===== src/rtl/splitcnt_pkg.sv =====
package splitcnt_pkg;

  typedef enum logic [1:0] {
    SEL_NONE,
    SEL_CTRL,
    SEL_LOW,
    SEL_HIGH
  } regSel_t;

  // strobes from control to datapath, one decoded access per cycle
  typedef struct packed {
    logic    lowRd;
    logic    highRd;
    logic    ctrlRd;
    logic    ctrlWr;
    regSel_t rdSel;
  } strobes_t;

  typedef enum logic [1:0] {
    TRK_IDLE,
    TRK_ARMED,
    TRK_PAIRED
  } trkState_t;

endpackage


===== src/rtl/splitcnt_ctrl.sv =====
module splitcnt_ctrl
  import splitcnt_pkg::*;
#(
  parameter int ADDR_W = 12,
  parameter logic [ADDR_W-1:0] BASE_ADDR = 12'h103
) (
  input  logic              clk,
  input  logic              rstN,
  input  logic [ADDR_W-1:0] regAddr,
  input  logic              regRdEn,
  input  logic              regWrEn,
  input  logic              irqTaken,
  input  logic              carryNext,
  output strobes_t          strobes,
  output logic              pairOk
);

  localparam logic [ADDR_W-1:0] CTRL_ADDR = BASE_ADDR;
  localparam logic [ADDR_W-1:0] LOW_ADDR  = BASE_ADDR + ADDR_W'(1);
  localparam logic [ADDR_W-1:0] HIGH_ADDR = BASE_ADDR + ADDR_W'(2);

  trkState_t trkState;
  logic      torn;
  logic      tearEvent;

  always_comb begin
    strobes = '0;
    strobes.rdSel = SEL_NONE;
    if (regRdEn) begin
      unique case (regAddr)
        CTRL_ADDR: begin strobes.ctrlRd = 1'b1; strobes.rdSel = SEL_CTRL; end
        LOW_ADDR:  begin strobes.lowRd  = 1'b1; strobes.rdSel = SEL_LOW;  end
        HIGH_ADDR: begin strobes.highRd = 1'b1; strobes.rdSel = SEL_HIGH; end
        default:   strobes.rdSel = SEL_NONE;
      endcase
    end
    strobes.ctrlWr = regWrEn && (regAddr == CTRL_ADDR);
  end

  assign tearEvent = carryNext | irqTaken;

  // the tear window runs from the low-read edge until just before the high read
  always_ff @(posedge clk or negedge rstN) begin
    if (!rstN) begin
      trkState <= TRK_IDLE;
      torn     <= 1'b0;
    end else if (strobes.lowRd) begin
      trkState <= TRK_ARMED;
      torn     <= tearEvent;
    end else if (strobes.ctrlRd) begin
      trkState <= TRK_IDLE;
      torn     <= 1'b0;
    end else if (trkState == TRK_ARMED) begin
      if (strobes.highRd) trkState <= TRK_PAIRED;
      else if (tearEvent) torn <= 1'b1;
    end
  end

  assign pairOk = (trkState == TRK_PAIRED) && !torn;

endmodule


===== src/rtl/splitcnt_datapath.sv =====
module splitcnt_datapath
  import splitcnt_pkg::*;
#(
  parameter int DATA_W = 32
) (
  input  logic                clk,
  input  logic                rstN,
  input  strobes_t            strobes,
  input  logic                enBit,
  input  logic                pairOk,
  output logic [DATA_W-1:0]   regRdata,
  output logic                carryNext,
  output logic                enabled,
  output logic [2*DATA_W-1:0] cntValue
);

  localparam int CNT_W      = 2 * DATA_W;
  localparam int STATUS_BIT = DATA_W - 1;

  logic [DATA_W-1:0] cntLow;
  logic [DATA_W-1:0] cntHigh;

  always_ff @(posedge clk or negedge rstN) begin
    if (!rstN) enabled <= 1'b0;
    else if (strobes.ctrlWr) enabled <= enBit;
  end

  assign carryNext = enabled && (&cntLow);

  always_ff @(posedge clk or negedge rstN) begin
    if (!rstN) begin
      cntLow  <= '0;
      cntHigh <= '0;
    end else if (enabled) begin
      cntLow <= cntLow + DATA_W'(1);
      if (carryNext) cntHigh <= cntHigh + DATA_W'(1);
    end
  end

  assign cntValue = CNT_W'({cntHigh, cntLow});

  always_comb begin
    regRdata = '0;
    unique case (strobes.rdSel)
      SEL_CTRL: begin
        regRdata[0]          = enabled;
        regRdata[STATUS_BIT] = pairOk;
      end
      SEL_LOW:  regRdata = cntLow;
      SEL_HIGH: regRdata = cntHigh;
      default:  regRdata = '0;
    endcase
  end

endmodule


===== src/rtl/splitcnt_top.sv =====
module splitcnt_top
  import splitcnt_pkg::*;
#(
  parameter int DATA_W = 32,
  parameter int ADDR_W = 12,
  parameter logic [ADDR_W-1:0] BASE_ADDR = 12'h103
) (
  input  logic              clk,
  input  logic              rstN,
  input  logic [ADDR_W-1:0] regAddr,
  input  logic              regRdEn,
  input  logic              regWrEn,
  input  logic [DATA_W-1:0] regWdata,
  input  logic              irqTaken,
  output logic [DATA_W-1:0] regRdata
);

  localparam int CNT_W = 2 * DATA_W;

  strobes_t         strobes;
  logic             pairOk;
  logic             carryNext;
  logic             enabled;
  logic [CNT_W-1:0] cntValue;

  splitcnt_ctrl #(.ADDR_W(ADDR_W), .BASE_ADDR(BASE_ADDR)) u_ctrl (
    .clk       (clk),
    .rstN      (rstN),
    .regAddr   (regAddr),
    .regRdEn   (regRdEn),
    .regWrEn   (regWrEn),
    .irqTaken  (irqTaken),
    .carryNext (carryNext),
    .strobes   (strobes),
    .pairOk    (pairOk)
  );

  splitcnt_datapath #(.DATA_W(DATA_W)) u_dp (
    .clk       (clk),
    .rstN      (rstN),
    .strobes   (strobes),
    .enBit     (regWdata[0]),
    .pairOk    (pairOk),
    .regRdata  (regRdata),
    .carryNext (carryNext),
    .enabled   (enabled),
    .cntValue  (cntValue)
  );

endmodule


===== config.mk =====
export PLATFORM = sky130hd
export DESIGN_NAME = splitcnt_top
export DESIGN_NICKNAME = d
export VERILOG_FILES = /design/src/rtl/splitcnt_pkg.sv /design/src/rtl/splitcnt_ctrl.sv /design/src/rtl/splitcnt_datapath.sv /design/src/rtl/splitcnt_top.sv
export SDC_FILE = /design/constraint.sdc
export NUM_CORES = 1
export LEC_CHECK = 0
export CAP_MARGIN = 25
export CORE_ASPECT_RATIO = 0.7
export CORE_MARGIN = 1
export CORE_UTILIZATION = 30
export CTS_CLUSTER_DIAMETER = 30
export DETAILED_ROUTE_END_ITERATION = 10
export DONT_BUFFER_PORTS = 1
export SKIP_CTS_REPAIR_TIMING = 1
export SLEW_MARGIN = 20
export SYNTH_ARGS = -nofsm -noshare
export SYNTH_HDL_FRONTEND = slang
export SYNTH_HIERARCHICAL = 1
export SYNTH_SLANG_ARGS = --single-unit

===== constraint.sdc =====
create_clock -name clk -period 6.5 [get_ports clk]
set_input_delay 0.975 -clock clk [delete_from_list [all_inputs] [get_ports clk]]
set_output_delay 0.975 -clock clk [all_outputs]
set_load 0.005 [all_outputs]

==> results.sh <==
export IMPL_final_seq_area_mm2=0.001702
export IMPL_ir_drop_uv=120.2
export IMPL_core_area_mm2=0.01246
export IMPL_period_minus_slack_ns=4.422
export IMPL_area_growth_pct=13.63
export IMPL_die_x_um=137.5
export IMPL_grt_max_degree=69
export IMPL_tightest_slew_ns=0.7571
export IMPL_startpoint_type="input port"
export IMPL_fp_dieH_um=96.86
export IMPL_rows=34
export IMPL_fillers=1241
export IMPL_relSlewSlack=0.4915
export IMPL_async_flop_share=1.000
export IMPL_ys_types=43
export IMPL_critPathMaxFanout=37
export IMPL_p_leak_nw=1.816
export IMPL_dp_hpwl_um=6148
export IMPL_power_density_mw_per_mm2=227.1
export IMPL_gp_congestion=0.8180
export IMPL_hold_class="input port to async pin"
export IMPL_syn_nets=425
export IMPL_clkTransAtPathRegs_ns=0.06
export IMPL_synthFlopType="dfrtp_1"
export IMPL_drc=0
export IMPL_cts_buffers=9
export IMPL_ant_nets=0
export IMPL_drv_cap=0
export IMPL_layout_drive_gt1_share=0.1000
export IMPL_grt_first_pass_wirelength_um=14480
export IMPL_ctsHtreeMaxLevel=3
export IMPL_gr_total_overflow=0
export IMPL_clkLatencyLatePin_ns=0.33
export IMPL_timing_rr_start="u_dp/cntLow[0]"
export IMPL_routedWlPerCell_um=16.17
export IMPL_numPortBuffers=0
export IMPL_cts_tree="yes"
export IMPL_synthCells=374
export IMPL_worstPathArrival_ns=3.45
export IMPL_synth_top_area_frac=0.4413
export IMPL_insertedDiodeCount=0
export IMPL_path_class="input port to output pin"
export IMPL_yosys_top_cells_count="dfrtp_1, nand2_1, nor2b_1, xnor2_1, xor2_1"
export IMPL_cts_sinks=68
export IMPL_grt_pass1_vias=2749
export IMPL_setup_violations=0
export IMPL_ys_seq_elements=68
export IMPL_via_per_inst=4.934
export IMPL_timing_hold_ws_ns=0.3487
export IMPL_nets=426
export IMPL_synth_area_mm2=0.003856
export IMPL_skew_ns=0.007039
export IMPL_synth_edf_count=0
export IMPL_r2r_cells=8
export IMPL_cts_root_buf="clkbuf_16"
export IMPL_cp_end_kind="output pin"
export IMPL_synthMostInstantiatedCell="dfrtp_1"
export IMPL_post_route_period_util=0.6804
export IMPL_num_vias=2674
export IMPL_initial_utilization=0.3094
export IMPL_ys_seq_area_frac=0.4413
export IMPL_num_io_pins=81
export IMPL_synth_area_leader_cell="dfrtp_1"
export IMPL_avgSynthCellArea_um2=10.31
export IMPL_rsz0062_at_grt="false"
export IMPL_hold_violations=0
export IMPL_critPathLaunch="regAddr[4]"
export IMPL_reg2reg_slack_ns=3.71
export IMPL_clockBufferDepth=2
export IMPL_final_max_slew_viol_count=0
export IMPL_cp_required_ns=5.52
export IMPL_tns_ns=0
export IMPL_yosysWarnings=6
export IMPL_drt_first_iter_violations=231
export IMPL_status="complete, no violations"
export IMPL_grtUsageTotal=0.1402
export IMPL_timing_rr_end="u_ctrl/torn"
export IMPL_fmax_mhz=226.1
export IMPL_antenna_found_initial=0
export IMPL_synthTopCellsByArea="dfrtp_1, mux2i_1, xnor2_1, xor2_1, nor2b_1"
export IMPL_dr_pass1_iters=5
export IMPL_multi_input_area_mm2=0.002073
export IMPL_wirelength_um=8762
export IMPL_die_area_mm2=0.01332
-- layer usage --
layer | global-route usage | up-vias | part of all wire
met4 | 0.03297 | 0 | 0.0019
met5 | 0 | - | 0
met1 | 0.2091 | 1303 | 0.52
li1 | - | 1302 | -
met2 | 0.1937 | 67 | 0.41
met3 | 0.04350 | 2 | 0.063
-- metrics by stage --
| stage | instance area (µm²) | utilization | worst slack, ns | instances | total power (W) |
|---|---|---|---|---|---|
| 2_1_floorplan | 3856 | - | 2.299 | 374 | 0.0004363 |
| 3_3_place_gp | 4011 | 0.3218 | 1.841 | 525 | 0.0004366 |
| 3_5_place_dp | 4011 | 0.3218 | 1.808 | 525 | 0.0004371 |
| 4_1_cts | 4362 | 0.3499 | 1.784 | 541 | 0.001007 |
| 5_1_grt | 4382 | 0.3515 | 1.941 | 542 | 0.001033 |
| 6_report | 4382 | 0.3515 | 2.078 | 542 | 0.0009949 |
-- cells in the final DEF, fill, tap and decap left out, drive strengths merged, types with 4 or more instances in the layout --
master | Yosys | routed
nand2 | 34 | 34
mux2i | 30 | 30
nor2b | 31 | 31
nand3 | 19 | 19
nor4 | 12 | 12
inv | 7 | 7
xnor2 | 31 | 31
nor2 | 22 | 22
mux2 | 4 | 4
nand4 | 25 | 25
and3 | 8 | 8
xor2 | 31 | 31
nor3 | 14 | 14
clkbuf | 6 | 10
dfrtp | 68 | 68
-- sequential cells by signal (all words and copies together), names as in the netlist --
| register | flops |
|---|---|
| u_dp/cntLow | 32 |
| u_dp/enabled | 1 |
| u_dp/cntHigh | 32 |
| u_ctrl/torn | 1 |
| u_ctrl/trkState | 2 |
-- report_power, final --
| part | switching [W] | internal [W] |
|---|---|---|
| logic | 0.00000175 | 0.00000201 |
| clock network | 0.000180 | 0.000385 |
| registers | 0.00000136 | 0.000424 |
-- kinds of logic (layout without fill, tap and decap cells) --
group	Yosys count	in the layout	synth area share
and+or+nand+nor	181	181	0.2852
xor gates and xnor gates	62	62	0.1408
adders and majority gates	2	2	0.006488
AOI/OAI and AO/OA	8	8	0.01493
muxes	34	34	0.08955
DFF	68	68	0.4413
buffers and inverters	19	25	0.02174
-- worst max-delay path by stage --
stage / slack, ns / to / depth (start not counted)
after global routing: 1.94 / regRdata[15] / 8
after CTS: 1.78 / regRdata[15] / 7
after global placement: 1.84 / regRdata[15] / 7
final: 2.08 / regRdata[14] / 8
after floorplan: 2.30 / regRdata[10] / 8
after detailed placement: 1.81 / regRdata[15] / 7
-- worst max-delay path, stage by stage --
cell,delay [ns]
or4_4,0.56
nor4_4,0.27
buf_4,0.35
and2_1,0.17
nand2b_2,0.43
buf_12,0.26
mux2i_1,0.28
nor2b_1,0.11
-- final cells by class --
class | instances | share of cell area
multi-input combinational | 287 | 0.4732
tap | 162 | 0.04626
timing repair buffer | 2 | 0.006282
clock buffer | 10 | 0.05454
sequential | 68 | 0.3883
inverter | 7 | 0.005997
clock inverter | 6 | 0.02541
Power figures use the tool's default switching activity.
